## src/rtl/pfd_pkg.sv

```systemverilog
package pfd_pkg;

    // Width of the overlap window select field.
    parameter int ABL_W = 2;
    // Overlap cycles for select value 0.
    parameter int ABL_BASE = 1;
    // Extra overlap cycles for each step of the select value.
    parameter int ABL_STEP = 1;

    // Longest overlap window any select value can pick.
    localparam int ABL_MAX = ABL_BASE + ABL_STEP * ((1 << ABL_W) - 1);
    // Counter width able to hold the longest window.
    localparam int ABL_CNT_W = $clog2(ABL_MAX + 1);

    // Index of each side in the two-element latch array.
    typedef enum logic {
        SIDE_REF = 1'b0,
        SIDE_FB  = 1'b1
    } pfd_side_e;

    // The pair of detector outputs.
    typedef struct packed {
        logic dn;
        logic up;
    } pfd_pair_t;

    // Maps a select value to its overlap length in cycles.
    function automatic logic [ABL_CNT_W-1:0] abl_window(input logic [ABL_W-1:0] sel);
        int w;
        w = ABL_BASE + ABL_STEP * int'(sel);
        return ABL_CNT_W'(w);
    endfunction

endpackage

```

## src/rtl/pfd_edge_latch.sv

```systemverilog
module pfd_edge_latch (
    input  logic clk_i,
    input  logic rst_i,
    input  logic en_i,
    input  logic stb_i,
    input  logic clr_i,
    output logic q_o
);

    logic q_q;
    logic q_d;

    // Priority: reset or disable, then the common clear, then the strobe.
    // A strobe that arrives while the flop is set leaves it set.
    always_comb begin
        q_d = q_q;
        if (!en_i || clr_i) begin
            q_d = 1'b0;
        end else if (stb_i) begin
            q_d = 1'b1;
        end
    end

    always_ff @(posedge clk_i) begin
        if (rst_i) begin
            q_q <= 1'b0;
        end else begin
            q_q <= q_d;
        end
    end

    assign q_o = q_q;


    set_from_strobe_chk: assert property (@(posedge clk_i) disable iff (rst_i)
        $rose(q_q) |-> $past(stb_i));


    hold_until_clear_chk: assert property (@(posedge clk_i) disable iff (rst_i)
        (q_q && en_i && !clr_i) |=> q_q);

endmodule

```

## src/rtl/pfd_abl_timer.sv

```systemverilog
module pfd_abl_timer
    import pfd_pkg::*;
(
    input  logic             clk_i,
    input  logic             rst_i,
    input  logic             en_i,
    input  logic             both_i,
    input  logic [ABL_W-1:0] sel_i,
    output logic             clr_o
);

    logic [ABL_CNT_W-1:0] lim;
    logic [ABL_CNT_W-1:0] cnt_q;
    logic [ABL_CNT_W-1:0] cnt_d;
    logic                 last;

    assign lim  = abl_window(sel_i);
    assign last = (cnt_q == lim - ABL_CNT_W'(1));

    // The clear goes out in the last cycle of the overlap window,
    // so the latches fall at the edge that ends that cycle.
    assign clr_o = both_i && last;

    always_comb begin
        if (!en_i || !both_i || clr_o) begin
            cnt_d = '0;
        end else begin
            cnt_d = cnt_q + ABL_CNT_W'(1);
        end
    end

    always_ff @(posedge clk_i) begin
        if (rst_i) begin
            cnt_q <= '0;
        end else begin
            cnt_q <= cnt_d;
        end
    end


    cnt_in_window_chk: assert property (@(posedge clk_i) disable iff (rst_i)
        cnt_q < ABL_CNT_W'(ABL_MAX));


    cnt_disable_zero_chk: assert property (@(posedge clk_i) disable iff (rst_i)
        !en_i |=> (cnt_q == '0));

endmodule

```

## src/rtl/pfd_core.sv

```systemverilog
module pfd_core
    import pfd_pkg::*;
(
    input  logic             clk_i,
    input  logic             rst_i,
    input  logic             en_i,
    input  logic             ref_stb_i,
    input  logic             fb_stb_i,
    input  logic [ABL_W-1:0] abl_sel_i,
    output logic             up_o,
    output logic             dn_o
);

    logic [1:0] stb_v;
    logic [1:0] q_v;
    logic       both;
    logic       clr;
    pfd_pair_t  pair;

    assign stb_v[SIDE_REF] = ref_stb_i;
    assign stb_v[SIDE_FB]  = fb_stb_i;

    for (genvar s = 0; s < 2; s++) begin : g_side
        pfd_edge_latch u_latch (
            .clk_i (clk_i),
            .rst_i (rst_i),
            .en_i  (en_i),
            .stb_i (stb_v[s]),
            .clr_i (clr),
            .q_o   (q_v[s])
        );
    end

    assign both = q_v[SIDE_REF] && q_v[SIDE_FB];

    pfd_abl_timer u_timer (
        .clk_i  (clk_i),
        .rst_i  (rst_i),
        .en_i   (en_i),
        .both_i (both),
        .sel_i  (abl_sel_i),
        .clr_o  (clr)
    );

    assign pair.up = q_v[SIDE_REF];
    assign pair.dn = q_v[SIDE_FB];
    assign up_o    = pair.up;
    assign dn_o    = pair.dn;

    // Independent count of consecutive cycles with both outputs high.
    logic [ABL_CNT_W:0] run_q;
    always_ff @(posedge clk_i) begin
        if (rst_i || !(up_o && dn_o)) begin
            run_q <= '0;
        end else begin
            run_q <= run_q + 1'b1;
        end
    end


    overlap_bound_chk: assert property (@(posedge clk_i) disable iff (rst_i)
        run_q <= (ABL_CNT_W + 1)'(ABL_MAX));


    common_clear_chk: assert property (@(posedge clk_i) disable iff (rst_i)
        (en_i && $past(en_i) && $fell(up_o)) |-> $fell(dn_o));


    disable_low_chk: assert property (@(posedge clk_i) disable iff (rst_i)
        !en_i |=> (!up_o && !dn_o));


    reset_low_chk: assert property (@(posedge clk_i)
        rst_i |=> (!up_o && !dn_o));

endmodule

```

## config.mk

```make
export PLATFORM = sky130hd
export DESIGN_NAME = pfd_core
export DESIGN_NICKNAME = d
export VERILOG_FILES = /design/src/rtl/pfd_pkg.sv /design/src/rtl/pfd_edge_latch.sv /design/src/rtl/pfd_abl_timer.sv /design/src/rtl/pfd_core.sv
export SDC_FILE = /design/constraint.sdc
export NUM_CORES = 1
export LEC_CHECK = 0
export ABC_AREA = 1
export BUFFER_PORTS_ARGS = -buffer_cell sky130_fd_sc_hd__buf_2
export CORE_AREA = 5 5 42 44
export DETAILED_ROUTE_END_ITERATION = 10
export DIE_AREA = 0 0 47 49
export SYNTH_ARGS = -nofsm -noshare
export SYNTH_HDL_FRONTEND = slang
export SYNTH_SLANG_ARGS = --single-unit
```

## constraint.sdc

```tcl
create_clock -name clk_i -period 2.9 [get_ports clk_i]
set_clock_uncertainty 0.15 [all_clocks]
set_input_delay 0.58 -clock clk_i [delete_from_list [all_inputs] [get_ports clk_i]]
set_output_delay 0.58 -clock clk_i [all_outputs]
set_load 0.01 [all_outputs]
```

* Word level (Yosys, flattened, before mapping)
Index checks and enable logic that the tools add are counted.
Storage, ports and cells: register bits after elaboration 5, output and inout bits 2, word-level logic and storage cells 16
Operators by class: add/sub/neg operators 3, equal/unequal tests 1, reductions and logical operators 9
Operators with widths (count):
- $reduce_or 2->1 | 2
- $add 1x2->3 const A | 1
- $add 3x1->3 const B | 1
- $eq 3x3->1 | 1
- $logic_or 1x1->1 | 3
- $sub 3x1->3 const B | 1
- $logic_and 1x1->1 | 2
- $logic_not 1->1 | 2

* Depth between registers and ports, before layout
Gate-level depths: netlist (run 1).
word-level depth 6, mapped depth 6, gate-level depth less buffers 6

* Modules after synthesis
A second synthesis (run 1) with hierarchy kept.
Unflattened totals: cell total of the unflattened synthesis 38, area, all modules 262.8 sq um
Modules (own cells, without submodules):
- pfd_abl_timer | times used 1, cells an instance 24, area an instance 175.2 sq um, seq. area each 60.1 sq um
- pfd_edge_latch | times used 2, cells an instance 6, area an instance 40.0 sq um, seq. area each 20.0 sq um
- pfd_core | times used 1, cells an instance 2, area an instance 7.5 sq um, seq. area each 0.0 sq um

* Least setup slack after synthesis (run 1)
OpenSTA, ideal clock, no wires.
path type in2reg, start point in abl_sel_i[0], end point reg g_side[0].u_latch.q_q, arrival time 0.950 ns, required time 2.637 ns, setup slack 1.687 ns, cell stages on the path 4, cells stage by stage xnor2_1 -> nand3_2 -> nand3_1 -> nor2_1
Between the ends: word-level cells in the longest chain between the ends 6
Ends and longest elaborated chain:
- start, declared | RTL line pfd_core.sv:9 | input logic [ABL_W-1:0] abl_sel_i,
- $add 1x2->3 | RTL line pfd_pkg.sv:30 | w = ABL_BASE + ABL_STEP * int'(sel);
- $sub 3x1->3 | RTL line pfd_abl_timer.sv:18 | assign last = (cnt_q == lim - ABL_CNT_W'(1));
- $eq 3x3->1 | RTL line pfd_abl_timer.sv:18
- $logic_and 1x1->1 | RTL line pfd_abl_timer.sv:22 | assign clr_o = both_i && last;
- $logic_or 1x1->1 | RTL line pfd_edge_latch.sv:17 | if (!en_i || clr_i) begin
- $reduce_or 2->1 (no source line)
- end signal, assigned | RTL line pfd_edge_latch.sv:28 | q_q <= q_d;
- end, declared | RTL line pfd_edge_latch.sv:10 | logic q_q;
Every way passes these cells. A chain may end at the register's enable or synchronous reset.

* Worst setup path in the final report (run 1)
start point reg g_side[1].u_latch.q_q, end point out dn_o
RTL lines:
- start, declared | RTL line pfd_edge_latch.sv:10
- start signal, assigned | RTL line pfd_edge_latch.sv:28
- end, declared | RTL line pfd_core.sv:11 | output logic dn_o
No word-level cell between the ends.

==> results of run 1 <==
[cell families after synthesis]
kind of cell	after synthesis	synth area share, %
buffers and inverters	4	6.855
adder cells (fa/ha/maj)	1	5.713
AND/OR/NAND/NOR	16	33.71
flip-flops	5	45.72
XOR/XNOR	2	8.001
[where the power goes]
group	switching (W)	total, W	leakage [nW]	internal [W]
registers	0.000000938	0.0000714	0.0406	0.0000704
clock network	0.0000278	0.0000798	0.0150	0.0000520
logic	0.00000548	0.0000113	0.0899	0.00000578
total	0.0000343	0.000162	0.146	0.000128
[cell usage in the layout (no fill, tap or decap)]
master and n:
nor2_1 9, buf_2 8, dfxtp_1 5, inv_1 4, nand2_1 4, clkbuf_4 3
xnor2_1 2, nand3_2 2, nand3_1 1, ha_1 1, clkbuf_1 1
[stage by stage]
| step | hold WS (ns) | util [%] | power [W] |
|---|---|---|---|
| final | 0.3073 | 21.79 | 0.0001625 |
| after global routing | 0.3374 | 21.79 | 0.0001734 |
| after CTS | 0.3164 | 21.79 | 0.0001664 |
| after detailed placement | 0.3071 | 19.91 | 0.00008420 |
| after global placement | 0.2977 | 19.91 | 0.00008385 |
| after floorplan | 0.2797 | - | 0.00007739 |
[layout make-up]
cell class                      instances  area share (%)
Tap cell                               16           6.557
Timing Repair Buffer                    8           13.11
Clock buffer                            4           8.607
Sequential cell                         5           32.79
Inverter                                4           4.918
Multi-Input combinational cell         19           34.02
[final timing paths]
path	cells after the start	slack (ns)	endpoint	start
worst min register to register	1	0.31	u_timer.cnt_q[0]	u_timer.cnt_q[0]
worst max register to register	5	1.86	g_side[1].u_latch.q_o	g_side[0].u_latch.q_o
worst min-delay path	1	0.31	u_timer.cnt_q[0]	u_timer.cnt_q[0]
worst max-delay path	1	1.45	dn_o	g_side[1].u_latch.q_o
[per-layer routing]
metal | up-vias | global-route usage, % | part of all wire [%]
met2 | 9 | 5.882 | 48
met3 | 0 | 6.642 | 18
li1 | 107 | - | -
met5 | - | 0 | 0
met1 | 90 | 3.084 | 34
met4 | 0 | 0 | 0
[flip-flops by register name, summed over array words and instances, names as in the netlist]
name / cells
u_timer.cnt_q: 3
g_side.u_latch.q_o: 2
==> impl_metrics.json, run 1 <==
{
  "placed_cells": 52,
  "max-clock-path-buffers": 2,
  "num-fill-cells": 170,
  "syn_inst": 28,
  "postLayoutCellArea_um2": 305.3,
  "post-place-ws_ns": 1.507,
  "antenna_found_initial": 0,
  "cp.required_ns": 2.17,
  "die_h_um": 49,
  "clkTransAtPathRegs_ns": 0.05,
  "slowest_stage": "dfxtp_1",
  "gp_congestion": 0.6045,
  "layout-drive-gt1-share_pct": 32.50,
  "worstMarginPinSlew_ns": 0.1678,
  "setup_viol": 0,
  "cpPeakStageDelay_ns": 0.34,
  "postCtsSetupBuffers": 0,
  "worst-setup-path-type": "reg2out",
  "synth.top_cell.area_share_pct": 45.71,
  "drtAntennaViolNets": 0,
  "vias": 206,
  "overflow": 0,
  "cts_buffers": 3,
  "die_w_um": 47,
  "synth_edf_count": 0,
  "synth_commonest_cells": "nor2_1, dfxtp_1, inv_1, nand2_1",
  "grt_pass1_vias": 175,
  "grt_usage_pct": 4.087,
  "ys_warn_count": 0,
  "ys_top_cells_by_area": "dfxtp_1, nor2_1, nand3_2, xnor2_1, inv_1",
  "synth-async-reset-ratio_pct": 0,
  "grt_max_degree": 4,
  "crit_chain": "buf_2",
  "fp-row-count": 14,
  "placed_cell_area_um2": 279.0,
  "clock_latency_ns": 0.24,
  "multi_input_area_um2": 103.9,
  "synth_most_common_cell": "nor2_1",
  "outcome": "finished, final reports clean",
  "synth-seq-cells": 5,
  "rsz0062_at_grt": "false",
  "cts_hold_buf": 0,
  "drt_wl_total_um": 401,
  "core_area_um2": 1401,
  "drt-wirelength-per-cell_um": 7.161,
  "drt_iter0_markers": 2,
  "ys_types": 8,
  "worst-path-buf-inv": 1,
  "power.density_nw_per_um2": 532.1,
  "max-vdd-ir-drop_v": 0.0002336,
  "vias_per_cell": 3.679,
  "max_freq_mhz": 690.3,
  "synth_top_area_cell": "dfxtp_1",
  "end_kind": "output port",
  "numClockSinks": 5,
  "critPathArrivalTime_ns": 0.72,
  "die_area_um2": 2303,
  "cts_tree": "yes",
  "fin_cells": 56,
  "portBuffers": 8,
  "hold_viol_final": 0,
  "slew_headroom_pct": 88.73,
  "dr.pass1.iters": 2,
  "synth_area_per_cell_um2": 7.820,
  "diodes": 0,
  "ys_seq_area_share_pct": 45.71,
  "start_util_pct": 15.63,
  "htreeDepth": 1,
  "tns_ns": 0,
  "fin_nets": 49,
  "period_share_pct": 49.95,
  "area_growth_syn_to_layout_pct": 39.43,
  "slew_viol_final": 0,
  "ys.flop_type": "dfxtp_1",
  "p_leak_nw": 0.1455,
  "drc": 0,
  "regArea_um2": 100.1,
  "grt_pass1_wl_um": 593,
  "hp-class": "reg2reg",
  "setup_ws_ns": 1.451,
  "path_delay_family": "flip-flops",
  "synthesis.nets": 36,
  "cts-root-buf": "clkbuf_4",
  "crit_path_start_kind": "flip-flop",
  "ioPinCount": 9,
  "drv_cap": 0,
  "syn_area_um2": 219.0,
  "cp_max_fo": 3,
  "cts_resized": 0,
  "period_needed_ns": 1.449
}
Power figures use the tool's default switching activity.
==> run 2, diff against run 1 <==
Clock period 2.9 ns to 1.5 ns, I/O delays scaled along.
==> impl_metrics.json, run 2 (same netlist as run 1, synthesis figures left out) <==
{
  "fin_cells": 56,
  "p_seq_share_pct": 42.8,
  "slew_viol_final": 0,
  "worstRegToRegCells": 5,
  "cts_resized": 0,
  "grt_pass1_wl_um": 683,
  "cts_buffers": 3,
  "p_leak_nw": 0.1455,
  "grt_max_degree": 4,
  "hold_ws_ns": 0.1226,
  "worstMarginPinSlew_ns": 0.1491,
  "r2r_slack_ns": 0.49,
  "core_area_um2": 1401,
  "crit_chain": "buf_2",
  "numClockSinks": 5,
  "die_area_um2": 2303,
  "cts-root-buf": "clkbuf_4",
  "die_h_um": 49,
  "cp.required_ns": 1.05,
  "ioPinCount": 9,
  "drtAntennaViolNets": 0,
  "switching_power_w": 0.00007319,
  "cts_tree": "yes",
  "outcome": "finished, final reports clean",
  "portBuffers": 8,
  "fp-row-count": 14,
  "p_int_w": 0.0002481,
  "power_frac_comb_pct": 6.7,
  "hp-class": "in2reg",
  "drt-wirelength-per-cell_um": 7.357,
  "switching_share_pct": 22.78,
  "setup_viol": 0,
  "grt_usage_pct": 4.866,
  "drt_wl_total_um": 412,
  "hold_viol_final": 0,
  "slowest_stage": "dfxtp_1",
  "crit_end": "up_o",
  "max-clock-path-buffers": 2,
  "pwr-share-clk_pct": 50.5,
  "start_util_pct": 15.63,
  "antenna_found_initial": 0,
  "power.density_nw_per_um2": 1052,
  "clkTransAtPathRegs_ns": 0.05,
  "drv_cap": 0,
  "tns_ns": 0,
  "grt_pass1_vias": 193,
  "vias": 188,
  "layout-drive-gt1-share_pct": 32.50,
  "die_w_um": 47,
  "period_needed_ns": 1.162,
  "cts_hold_buf": 0,
  "r2r-end": "u_timer.cnt_q[0]",
  "vias_per_cell": 3.357,
  "reg2reg_from": "g_side[0].u_latch.q_o",
  "max-vdd-ir-drop_v": 0.0002768,
  "worst-setup-path-type": "reg2out",
  "area_growth_syn_to_layout_pct": 39.43,
  "regMostFlops": "u_timer.cnt_q",
  "max_freq_mhz": 860.9,
  "path_delay_family": "flip-flops",
  "slew_headroom_pct": 89.99,
  "critPathArrivalTime_ns": 0.71,
  "fin_nets": 49,
  "dr.pass1.iters": 2,
  "path_depth": 1,
  "layout.cells.most_common_list": "nor2_1, buf_2, dfxtp_1",
  "diodes": 0,
  "worstSetupStartpoint": "g_side[0].u_latch.q_o",
  "cp_max_fo": 3,
  "period_share_pct": 77.44,
  "largest_reg_flops": 3,
  "placed_cells": 52,
  "end_kind": "output port",
  "htreeDepth": 1,
  "overflow": 0,
  "clock_latency_ns": 0.24,
  "gp_congestion": 0.5875,
  "cpPeakStageDelay_ns": 0.33,
  "drt_iter0_markers": 1,
  "num-fill-cells": 166,
  "layout_commonest_cell": "nor2_1",
  "postCtsSetupBuffers": 0,
  "crit_path_start_kind": "flip-flop",
  "worst-path-buf-inv": 1,
  "drc": 0,
  "rsz0062_at_grt": "false"
}
run 2: cell counts in the layout (fill, tap and decap cells not counted):
No cell type changed its count.
run 2: routing by layer:
metal / part of all wire, % / global-route usage [%] / vias to the layer above
met4: 0 / 6.912 / 0
li1: - / - / 107
met3: 11 / 3.690 / 0
met2: 48 / 5.656 / 5
met5: 0 / 0 / -
met1: 41 / 4.194 / 76
run 2: worst reg2reg max path, stage by stage, from the launching register on:
cell and delay [ns]:
dfxtp_1 0.33, nand2_1 0.07, nor2_1 0.11, nand3_2 0.09, nand3_2 0.09, nor2_1 0.05
run 2: cell type report:
cell class,instances,area (um^2),area share [%]
Timing Repair Buffer,8,40.04,13.11
Sequential cell,5,100.1,32.79
Tap cell,16,20.02,6.557
Clock buffer,4,26.28,8.607
Multi-Input combinational cell,19,103.9,34.02
Inverter,4,15.01,4.918
run 2: through the flow:
stage / setup WS [ns] / utilization (%) / cell area [um^2] / power, W
4_1_cts: 0.3167 / 21.79 / 305.3 / 0.0003319
5_1_grt: 0.2586 / 21.79 / 305.3 / 0.0003421
3_3_place_gp: 0.4261 / 19.91 / 279.0 / 0.0001621
3_5_place_dp: 0.4182 / 19.91 / 279.0 / 0.0001625
2_1_floorplan: 0.4608 / - / 219.0 / 0.0001496
6_report: 0.3385 / 21.79 / 305.3 / 0.0003213
run 2: how the worst min path moves through the flow:
| stage | to | cells after the start | start | slack (ns) |
|---|---|---|---|---|
| floorplan | g_side[0].u_latch.q_o | 2 | ref_stb_i | 0.28 |
| global placement | u_timer.cnt_q[0] | 1 | u_timer.cnt_q[0] | 0.30 |
| detailed placement | u_timer.cnt_q[0] | 1 | u_timer.cnt_q[0] | 0.31 |
| CTS | g_side[1].u_latch.q_o | 3 | fb_stb_i | 0.12 |
| global route | g_side[0].u_latch.q_o | 3 | ref_stb_i | 0.12 |
| finish | g_side[1].u_latch.q_o | 3 | fb_stb_i | 0.12 |
run 2: power groups by stage:
| stage | sequential [W] | combinational [W] | clock (W) |
|---|---|---|---|
| floorplan | 0.000142 | 0.00000813 | 0 |
| detailed placement | 0.000140 | 0.0000223 | 0 |
| CTS | 0.000138 | 0.0000224 | 0.000172 |
| global placement | 0.000140 | 0.0000218 | 0 |
| global route | 0.000138 | 0.0000249 | 0.000179 |
| finish | 0.000138 | 0.0000216 | 0.000162 |
